`config.mk`:
```
export PLATFORM = sky130hd
export DESIGN_NAME = stq_fwd
export DESIGN_NICKNAME = d
export VERILOG_FILES = /design/src/rtl/stq_pkg.sv /design/src/rtl/stq_match.sv /design/src/rtl/stq_pick.sv /design/src/rtl/stq_fwd.sv
export SDC_FILE = /design/constraint.sdc
export NUM_CORES = 2
export LEC_CHECK = 0
export BUFFER_PORTS_ARGS = -buffer_cell sky130_fd_sc_hd__clkbuf_2
export CORE_ASPECT_RATIO = 1.25
export CORE_UTILIZATION = 30
export CTS_CLUSTER_DIAMETER = 40
export CTS_CLUSTER_SIZE = 8
export DETAILED_ROUTE_END_ITERATION = 7
export PLACE_DENSITY = 0.52
export SLEW_MARGIN = 30
export SYNTH_ARGS = -nofsm -noshare
export SYNTH_HDL_FRONTEND = slang
export SYNTH_SLANG_ARGS = --single-unit
```
`constraint.sdc`:
```
create_clock -name clk -period 22.8 [get_ports clk]
set_clock_uncertainty 0.1 [all_clocks]
set_input_delay 4.56 -clock clk [delete_from_list [all_inputs] [get_ports clk]]
set_output_delay 4.56 -clock clk [all_outputs]
set_load 0.01 [all_outputs]
```
`src/rtl/stq_pkg.sv`:
```
package stq_pkg;
  localparam int SEQ_W  = 16;
  localparam int ADDR_W = 32;
  localparam int DATA_W = 64;
  localparam int AW1    = ADDR_W + 1;

  typedef logic [SEQ_W-1:0]  seq_t;
  typedef logic [ADDR_W-1:0] addr_t;
  typedef logic [DATA_W-1:0] data_t;

  localparam logic [1:0] RES_MEM    = 2'd0;
  localparam logic [1:0] RES_FWD    = 2'd1;
  localparam logic [1:0] RES_STALL  = 2'd2;
  localparam logic [1:0] RES_REFUSE = 2'd3;

  // a is older than b (wrap-safe)
  function automatic logic seq_older(input seq_t a, input seq_t b);
    seq_t d;
    d = a - b;
    return d[SEQ_W-1];
  endfunction

  function automatic logic [3:0] nbytes(input logic [1:0] code);
    return 4'd1 << code;
  endfunction

  function automatic logic covers(input addr_t la, input logic [1:0] lc,
                                  input addr_t sa, input logic [1:0] sc);
    logic [AW1-1:0] le, se;
    le = {1'b0, la} + AW1'(nbytes(lc));
    se = {1'b0, sa} + AW1'(nbytes(sc));
    return (la >= sa) && (le <= se);
  endfunction

  function automatic logic overlaps(input addr_t la, input logic [1:0] lc,
                                    input addr_t sa, input logic [1:0] sc);
    logic [AW1-1:0] le, se;
    le = {1'b0, la} + AW1'(nbytes(lc));
    se = {1'b0, sa} + AW1'(nbytes(sc));
    return ({1'b0, la} < se) && (le > {1'b0, sa});
  endfunction

  function automatic data_t size_mask(input logic [1:0] code);
    case (code)
      2'd0:    return data_t'(64'hFF);
      2'd1:    return data_t'(64'hFFFF);
      2'd2:    return data_t'(64'hFFFF_FFFF);
      default: return '1;
    endcase
  endfunction

  function automatic data_t fwd_value(input data_t d, input addr_t la,
                                      input logic [1:0] sc, input logic [1:0] lc);
    logic [2:0] off;
    logic [5:0] sh;
    off = la[2:0] & 3'(nbytes(sc) - 4'd1);
    sh  = {off, 3'b000};
    return (d >> sh) & size_mask(lc);
  endfunction
endpackage

```
`src/rtl/stq_match.sv`:
```
module stq_match import stq_pkg::*; (
  input  logic       vld,
  input  logic       written,
  input  logic       committed,
  input  logic       done,
  input  seq_t       s_seq,
  input  addr_t      s_addr,
  input  logic [1:0] s_size,
  input  seq_t       l_seq,
  input  addr_t      l_addr,
  input  logic [1:0] l_size,
  output logic       decide,
  output logic       full_hit
);
  logic eligible, cov, ovl;

  assign eligible = vld && written && !committed && seq_older(s_seq, l_seq);
  assign cov      = covers(l_addr, l_size, s_addr, s_size);
  assign ovl      = overlaps(l_addr, l_size, s_addr, s_size);
  assign full_hit = cov;
  assign decide   = eligible && (cov || (ovl && !done));
endmodule

```
`src/rtl/stq_pick.sv`:
```
module stq_pick #(
  parameter int DEPTH = 8,
  localparam int IW = $clog2(DEPTH)
) (
  input  logic [DEPTH-1:0] decide,
  input  logic [DEPTH-1:0] full_hit,
  input  logic [IW-1:0]    head,
  output logic             found,
  output logic             sel_full,
  output logic [IW-1:0]    sel
);
  // scan from oldest to youngest; the last decider (youngest) wins
  always_comb begin
    found    = 1'b0;
    sel_full = 1'b0;
    sel      = '0;
    for (int p = 0; p < DEPTH; p++) begin
      logic [IW-1:0] idx;
      idx = head + IW'(p);
      if (decide[idx]) begin
        found    = 1'b1;
        sel      = idx;
        sel_full = full_hit[idx];
      end
    end
  end
endmodule

```
`src/rtl/stq_fwd.sv`:
```
module stq_fwd import stq_pkg::*; #(
  parameter int DEPTH = 8,
  localparam int IW = $clog2(DEPTH)
) (
  input  logic              clk,
  input  logic              rst_n,
  input  logic              alloc_valid,
  input  logic [SEQ_W-1:0]  alloc_seq,
  output logic [IW-1:0]     alloc_idx,
  output logic              full,
  input  logic              wr_valid,
  input  logic [IW-1:0]     wr_idx,
  input  logic [ADDR_W-1:0] wr_addr,
  input  logic [1:0]        wr_size,
  input  logic [DATA_W-1:0] wr_data,
  input  logic              commit_valid,
  input  logic [SEQ_W-1:0]  commit_seq,
  input  logic              wb_valid,
  input  logic [IW-1:0]     wb_idx,
  input  logic              squash_valid,
  input  logic [SEQ_W-1:0]  squash_seq,
  input  logic              ld_valid,
  input  logic [SEQ_W-1:0]  ld_seq,
  input  logic [ADDR_W-1:0] ld_addr,
  input  logic [1:0]        ld_size,
  input  logic              ld_uncache,
  input  logic              ld_oldest,
  output logic              res_valid,
  output logic [1:0]        res_kind,
  output logic [DATA_W-1:0] res_data
);
  logic [IW:0] head_q, tail_q, cnt, surv;
  seq_t       e_seq  [DEPTH];
  addr_t      e_addr [DEPTH];
  logic [1:0] e_sz   [DEPTH];
  data_t      e_data [DEPTH];
  logic [DEPTH-1:0] e_wr, e_cm, e_cp, e_vld;
  logic [DEPTH-1:0] decide, full_hit;

  // named events
  logic do_alloc, do_retire, found, sel_full;
  logic [IW-1:0] sel;
  logic [1:0] nxt_kind;
  data_t nxt_data;

  assign cnt       = tail_q - head_q;
  assign full      = cnt >= (IW+1)'(DEPTH - 1);
  assign alloc_idx = tail_q[IW-1:0];
  assign do_alloc  = alloc_valid && !full && !squash_valid;
  assign do_retire = (cnt != '0) && e_cp[head_q[IW-1:0]];

  always_comb begin
    surv = '0;
    for (int i = 0; i < DEPTH; i++) begin
      logic [IW-1:0] pos;
      pos = IW'(i) - head_q[IW-1:0];
      e_vld[i] = {1'b0, pos} < cnt;
      if (e_vld[i] && !seq_older(squash_seq, e_seq[i]))
        surv = surv + 1'b1;
    end
  end

  always_ff @(posedge clk or negedge rst_n) begin
    if (!rst_n) begin
      head_q <= '0;
      tail_q <= '0;
      e_wr   <= '0;
      e_cm   <= '0;
      e_cp   <= '0;
    end else begin
      if (do_retire) head_q <= head_q + 1'b1;
      if (squash_valid)  tail_q <= head_q + surv;
      else if (do_alloc) tail_q <= tail_q + 1'b1;
      for (int i = 0; i < DEPTH; i++) begin
        if (do_alloc && (IW'(i) == alloc_idx)) begin
          e_wr[i] <= 1'b0;
          e_cm[i] <= 1'b0;
          e_cp[i] <= 1'b0;
        end else begin
          if (wr_valid && (IW'(i) == wr_idx)) e_wr[i] <= 1'b1;
          if (commit_valid && e_vld[i] && !seq_older(commit_seq, e_seq[i]))
            e_cm[i] <= 1'b1;
          if (wb_valid && (IW'(i) == wb_idx)) e_cp[i] <= 1'b1;
        end
      end
    end
  end

  always_ff @(posedge clk) begin
    for (int i = 0; i < DEPTH; i++) begin
      if (do_alloc && (IW'(i) == alloc_idx)) e_seq[i] <= alloc_seq;
      if (wr_valid && (IW'(i) == wr_idx)) begin
        e_addr[i] <= wr_addr;
        e_sz[i]   <= wr_size;
        e_data[i] <= wr_data;
      end
    end
  end

  for (genvar g = 0; g < DEPTH; g++) begin : g_match
    stq_match u_match (
      .vld(e_vld[g]), .written(e_wr[g]), .committed(e_cm[g]), .done(e_cp[g]),
      .s_seq(e_seq[g]), .s_addr(e_addr[g]), .s_size(e_sz[g]),
      .l_seq(ld_seq), .l_addr(ld_addr), .l_size(ld_size),
      .decide(decide[g]), .full_hit(full_hit[g])
    );
  end

  stq_pick #(.DEPTH(DEPTH)) u_pick (
    .decide(decide), .full_hit(full_hit), .head(head_q[IW-1:0]),
    .found(found), .sel_full(sel_full), .sel(sel)
  );

  always_comb begin
    nxt_kind = RES_MEM;
    nxt_data = '0;
    if (ld_uncache && !ld_oldest) begin
      nxt_kind = RES_REFUSE;
    end else if (found) begin
      if (sel_full) begin
        nxt_kind = RES_FWD;
        nxt_data = fwd_value(e_data[sel], ld_addr, e_sz[sel], ld_size);
      end else begin
        nxt_kind = RES_STALL;
      end
    end
  end

  always_ff @(posedge clk or negedge rst_n) begin
    if (!rst_n) begin
      res_valid <= 1'b0;
      res_kind  <= RES_MEM;
      res_data  <= '0;
    end else begin
      res_valid <= ld_valid;
      res_kind  <= ld_valid ? nxt_kind : RES_MEM;
      res_data  <= ld_valid ? nxt_data : '0;
    end
  end
endmodule

```
After elaboration in Yosys (flattened, before gate mapping):

Memories as Yosys holds them, arrays and structs flattened.
Index checks and enable logic that the tools add are counted.
W data, S select, Z words.

* flip-flop bits (word level): 99
* bits in writable memories: 912
* input port bits: 212
* memories kept: 4

* $add $sub $neg: 60
* $lt $le $gt $ge: 49
* eq/ne operators: 23
* shift operators: 11
* multiplexer cells: 244
* bitwise gates (word level): 2
* reductions and logical operators: 209

Memory list
* e_data: depth 8, bits a word 64, rd ports 1, clocked after Yosys merged registers in 0, write ports 1, line stq_fwd.sv:36 `data_t e_data [DEPTH];`
* e_addr: depth 8, bits a word 32, rd ports 8, clocked after Yosys merged registers in 0, write ports 1, line stq_fwd.sv:34 `addr_t e_addr [DEPTH];`
* e_seq: depth 8, bits a word 16, rd ports 8, clocked after Yosys merged registers in 0, write ports 1, line stq_fwd.sv:33 `seq_t e_seq [DEPTH];`
* e_sz: depth 8, bits a word 2, rd ports 9, clocked after Yosys merged registers in 0, write ports 1, line stq_fwd.sv:35 `logic [1:0] e_sz [DEPTH];`

Operators by type and width (count)
* $mux W64: 14
* $reduce_or A64 Y1: 7
* $sub A16 B16 Y16: 24
* $add A32 B4 Y33: 9
* $gt A33 B32 Y1: 8
* $le A33 B33 Y1: 8
* $lt A32 B33 Y1: 8
* $ge A32 B32 Y1: 8
* $mux W32: 7
* $reduce_or A32 Y1: 7
* $pmux W64 S3: 1
* $mux W1: 142
* $mux W16: 7
* $reduce_or A16 Y1: 7
* $logic_and A1 B1 Y1: 108
* $mux W3: 36
* $and A64 B64 Y64: 1
* $shr A64 B6 Y64: 1
* $bmux W1 S3: 17
* $reduce_bool A2 Y1: 25
* $add A4 B1 Y4 const B: 9
* $eq A3 B3 Y1 const A: 12
* $mux W4: 9
* $shl A1 B2 Y4 const A: 9
* other kinds (25): 114

Depth between registers and ports, before layout:

An unclocked memory read counts as a cell.

* depth in word-level cells: 28
* depth in mapped cells: 42

Hierarchy:

Synthesis repeated with hierarchy kept, for this count alone.

* cell total of the unflattened synthesis: 7501
* area total of the unflattened synthesis: 80840.0 um^2

By module, submodules not included
* stq_fwd: instances 1, cells each 2543, area each 42962.5 um^2, sequential area each 29863.6 um^2
* stq_match at g_match[0].u_match ...: instances 6, cells each 608, area each 4611.9 um^2, sequential area each 0.0 um^2
* stq_match at g_match[2].u_match ...: instances 2, cells each 593, area each 4555.6 um^2, sequential area each 0.0 um^2
* stq_pick: instances 1, cells each 124, area each 1094.8 um^2, sequential area each 0.0 um^2

Worst setup path before layout:

Ideal clock, no wire load.

* path type: in2reg
* start: in wr_idx[2]
* end: mem e_addr[0][0] in the netlist's numbering, enable pin
* arrival time: 11418 ps
* data required time: 22021 ps
* setup slack: 10603 ps
* stages: 2
* path buffers: 0
* cell sequence: nand2b_1 nor3_1

* longest elaborated chain between the ends: 12

Ends and longest elaborated chain
* start: declaration: line stq_fwd.sv:12 `input logic [IW-1:0] wr_idx,`
* $eq A1 B3 Y1: line stq_fwd.sv:92 `if (wr_valid && (IW'(i) == wr_idx)) begin`
* $logic_and A1 B1 Y1: line stq_fwd.sv:92
* $mux W1: line stq_fwd.sv:92
* $mux W1 (not written as such): line stq_fwd.sv:93 `e_addr[i] <= wr_addr;`
* $reduce_or A32 Y1 (no line)
* $mux W3 (no line) / $mux W1 (equally long branches) (7 in series)
* end: declaration: line stq_fwd.sv:34

Several ways; a longest one is shown, not always the timed one.

Worst setup path after layout:

* start: in ld_size[1]
* end: reg res_data[13]

* longest elaborated chain between the ends: 27

Ends and longest elaborated chain
* start: declaration: line stq_fwd.sv:25 `input logic [1:0] ld_size,`
* $shl A1 B2 Y4: line stq_pkg.sv:24 `return 4'd1 << code;`
* $add A32 B4 Y33: line stq_pkg.sv:30, stq_pkg.sv:38
* $gt A33 B32 Y1: line stq_pkg.sv:40 `return ({1'b0, la} < se) && (le > {1'b0, sa});`
* $logic_and A1 B1 Y1: line stq_pkg.sv:40
* $logic_and A1 B1 Y1: line stq_match.sv:21 `assign decide = eligible && (cov || (ovl && !done));`
* $logic_or A1 B1 Y1: line stq_match.sv:21
* $logic_and A1 B1 Y1: line stq_match.sv:21
* $bmux W1 S3: line stq_pick.sv:20 `if (decide[idx]) begin`
* [... 11 more ...]
* $sub A3 B1 Y3: line stq_pkg.sv:56 `off = la[2:0] & 3'(nbytes(sc) - 4'd1);`
* $and A3 B3 Y3: line stq_pkg.sv:56
* $shr A64 B6 Y64: line stq_pkg.sv:58 `return (d >> sh) & size_mask(lc);`
* $and A64 B64 Y64: line stq_pkg.sv:58
* $mux W64: line stq_fwd.sv:120 `if (sel_full) begin`
* $mux W64 (*): line stq_fwd.sv:119 `end else if (found) begin`
* $mux W64 (*): line stq_fwd.sv:117 `if (ld_uncache && !ld_oldest) begin`
* $mux W64 (*): line stq_fwd.sv:137 `res_data <= ld_valid ? nxt_data : '0;`
* end signal: assignment: line stq_fwd.sv:137
* end: declaration: line stq_fwd.sv:30 `output logic [DATA_W-1:0] res_data`

Mark *: on every way between the ends. The rest lies on a longest branch, timed or not. The select of a mux whose other input is x is not followed.
A chain may end at the register's enable or synchronous reset.

==> reports/summary.txt <==
part of the power in registers: 19.7%
CP Max Fanout: 122
Arr. time, crit path: 15.18 ns
Max rail drop VDD: 0.2147 mV
total die area: 255100 µm²
EDFF count, synth: 912
Clock power frac: 24.6%
Syn Inst Count: 6937
post-synth net total: 8589
Worst-path clk slew: 0.05 ns
# resized after CTS: 0
crit path capture type: register
Port Buffer Count: 282
Crit Path Category: input pin to register
crit start category: input pin
# rows: 206
global-route wire length before repair: 383800 µm
failing checks: DRC
YS warnings: 0
Multi-input gate area: 44090 µm²
Slew Viols, Final: 0
Worst EP required: 23.40 ns
Slew headroom: 28.61%
DRC: 2
family with the most delay on the worst path: simple AND/OR/NAND/NOR gates
reg2reg start: e_sz[1][0]
worst-case clock buffer depth: 4
NumNets Final: 9081
drt first pass iters: 8
Hold Crit Class: register to register
sw frac: 44.71%
pre-CTS setup slack: 7.224 ns
WL final: 261100 µm
vias in the first global route: 58217
routed len/inst: 23.96 µm
Hold Fails Final Rpt: 0
DRT iter0 DRCs: 4150
initial antenna violation count: 29
postcts setup bufs: 0
Root Buffer: clkbuf_16
dpl hpwl: 201900 µm
period utilization: 63.94%
RD Place Congestion: 0.9064
Skew-Pair Late Insertion Delay: 0.87 ns
Die Wd: 452.0 µm
largest area contributor in the netlist: edfxtp_1
slowest CP cell: nor4_1
hold_sp: e_wr[2]
CP startpoint: ld_size[1]
largest net degree at the start of global routing: 123
global route overflow: 0
TNS Setup: 0 ns
crit-path max cell delay: 0.80 ns
vias: 57896
MaxCap Viol Count: 0
Final setup viols: 0
NetSw: 5.124 mW
CTS tree: yes
Worst Max-Slew Pin Slew: 1.062 ns
Top FF cell, synth: edfxtp_1
commonest cells in the netlist: ha_1 (1428), edfxtp_1 (912), inv_1 (449)
Syn Area/Cell: 10.95 µm²
fmax: 68.60 MHz
ys async rst share: 9.792%
Area contributors post-synth: edfxtp_1 (36%), ha_1 (24%), xnor2_1 (3.4%)
fill cell count: 24839
unrepaired setup endpoints after global routing: no
Layout area overhead: 16.59%
Via density: 5.313
layout cells sized above 1: 11.97%
Storage cell area: 29860 µm²
post-synthesis sequential area ratio: 39.33%
clock buffer count from CTS: 199
Synth Cell Area: 75940 µm²
hold buffer count at CTS: 0
top-count cell post-synth: ha_1
synthesized flop and latch total: 1011
clk sinks: 1011
synth unique cells: 111
CORE AREA: 251800 µm²
Global Route Usage Sum: 20.06%
die height: 564.5 µm
internal power: 6.337 mW
Buf/Inv on CP: 6
I/O pins: 283
top cell type's share of synthesized area: 36.06%
worst setup margin: 8.222 ns
outcome: finished with violations
PwrDens: 129.5 nW/µm²
leakage: 37.51 nW
remaining antenna violation count: 0
combinational share of power: 55.8%
min cycle time layout: 14.58 ns
initial core utilization: 30.16%
CTS H-Tree Depth: 4
-- routing by layer --
metal,global-route usage [%],routed length [µm],up-vias
met4,8.394,11340,30
met3,2.961,13550,469
li1,-,-,27676
met5,0,200,-
met1,24.62,109100,27986
met2,34.90,126900,1735
-- final cells by class --
type / count / share of cell area (%)
repair buffers: 403 / 2.699
inverters: 455 / 1.932
clock inverters: 82 / 1.145
multi-input cells: 5359 / 49.80
well taps: 3328 / 4.703
clock buffers: 256 / 5.981
flip-flops and latches: 1011 / 33.73
diodes: 4 / 0.01131
-- power groups by stage --
stage | logic, mW | registers (mW) | clock network (mW)
finish | 6.39 | 2.25 | 2.82
global route | 6.92 | 2.26 | 2.95
CTS | 6.43 | 2.25 | 2.87
detailed placement | 6.39 | 2.28 | 0
global placement | 6.32 | 2.29 | 0
floorplan | 4.40 | 2.24 | 0
-- per-stage QoR --
step                      power [mW]  hold slack (ns)  util (%)  instance area, µm²  cells
after floorplan                6.644           0.3539         -               75940   6937
after global placement         8.601           0.3714     32.60               82090  10552
after detailed placement       8.677           0.3874     32.63               82160  10554
after CTS                      11.55           0.4021     35.13               88470  10892
after global routing           12.13           0.4271     35.16               88530  10895
final                          11.46           0.4003     35.16               88530  10898
-- tightest hold or removal path, stage by stage (launching register included) --
cell	delay (ns)
dfrtp_1	0.34
nor2_1	0.05
nor2_1	0.07
-- sequential cells by signal, indices dropped and copies added (netlist names) --
register,count
e_addr,256
e_cm,8
e_cp,8
e_data,512
e_seq,128
e_sz,16
e_wr,8
head_q,4
res_data,64
res_kind,2
res_valid,1
tail_q,4
-- cell usage in the layout, fill, tap and decap left out, types with 19 or more instances in the layout --
master     synthesis  routed
and3_1            42      41
nand3_1          173     173
o221ai_1          30      30
and4_1            71      71
a21o_1           250     250
nor2_1           352     344
a211oi_1          85      85
nand2_1          412     412
mux2_2           114     114
a221oi_1          31      31
a22oi_1           73      73
xnor2_1          298     275
ha_1            1428    1428
a31oi_1           36      35
inv_1            449     449
a2111oi_0         26      22
o211ai_1          80      80
a21oi_1          448     446
dfrtp_1           99      99
o21ai_0          287     286
clkbuf_16          0     200
and2_1            27      27
nor2b_1           87      87
nor3_1            91      86
bufinv_16          0      19
edfxtp_1         912     912
buf_4             35     115
clkbuf_2           0     281
mux2i_1          228     228
o21a_1            30      30
clkbuf_1          33      48
a211o_1           22      22
nand4_1          198     198
xor2_1            43      42
o2111ai_1         23      23
o22ai_1           29      28
nor4_1            56      54
nand2b_1          69      69
xnor2_2            0      23
-- cells by family after synthesis --
group	after synthesis	synth area share [%]
AO/OA/AOI/OAI	1579	13.68
XOR/XNOR	342	3.963
adder cells (fa/ha/maj)	1440	23.85
buffers and inverters	567	3.098
flip-flops	1011	39.33
multiplexers	359	5.141
AND/OR/NAND/NOR	1639	10.94
-- path summary, 6_finish.rpt --
path | endpoint | slack, ns | depth (start not counted)
setup / recovery | res_data[13] | 8.22 | 34
hold / removal | e_wr[2] | 0.40 | 2
setup reg to reg | res_data[13] | 11.34 | 33
hold reg to reg | e_wr[2] | 0.40 | 2
max in group asynchronous | res_data[44] | 17.56 | 2
min in group asynchronous | e_cm[0] | 3.70 | 1
Note: power is estimated with default switching activity, not from simulation.
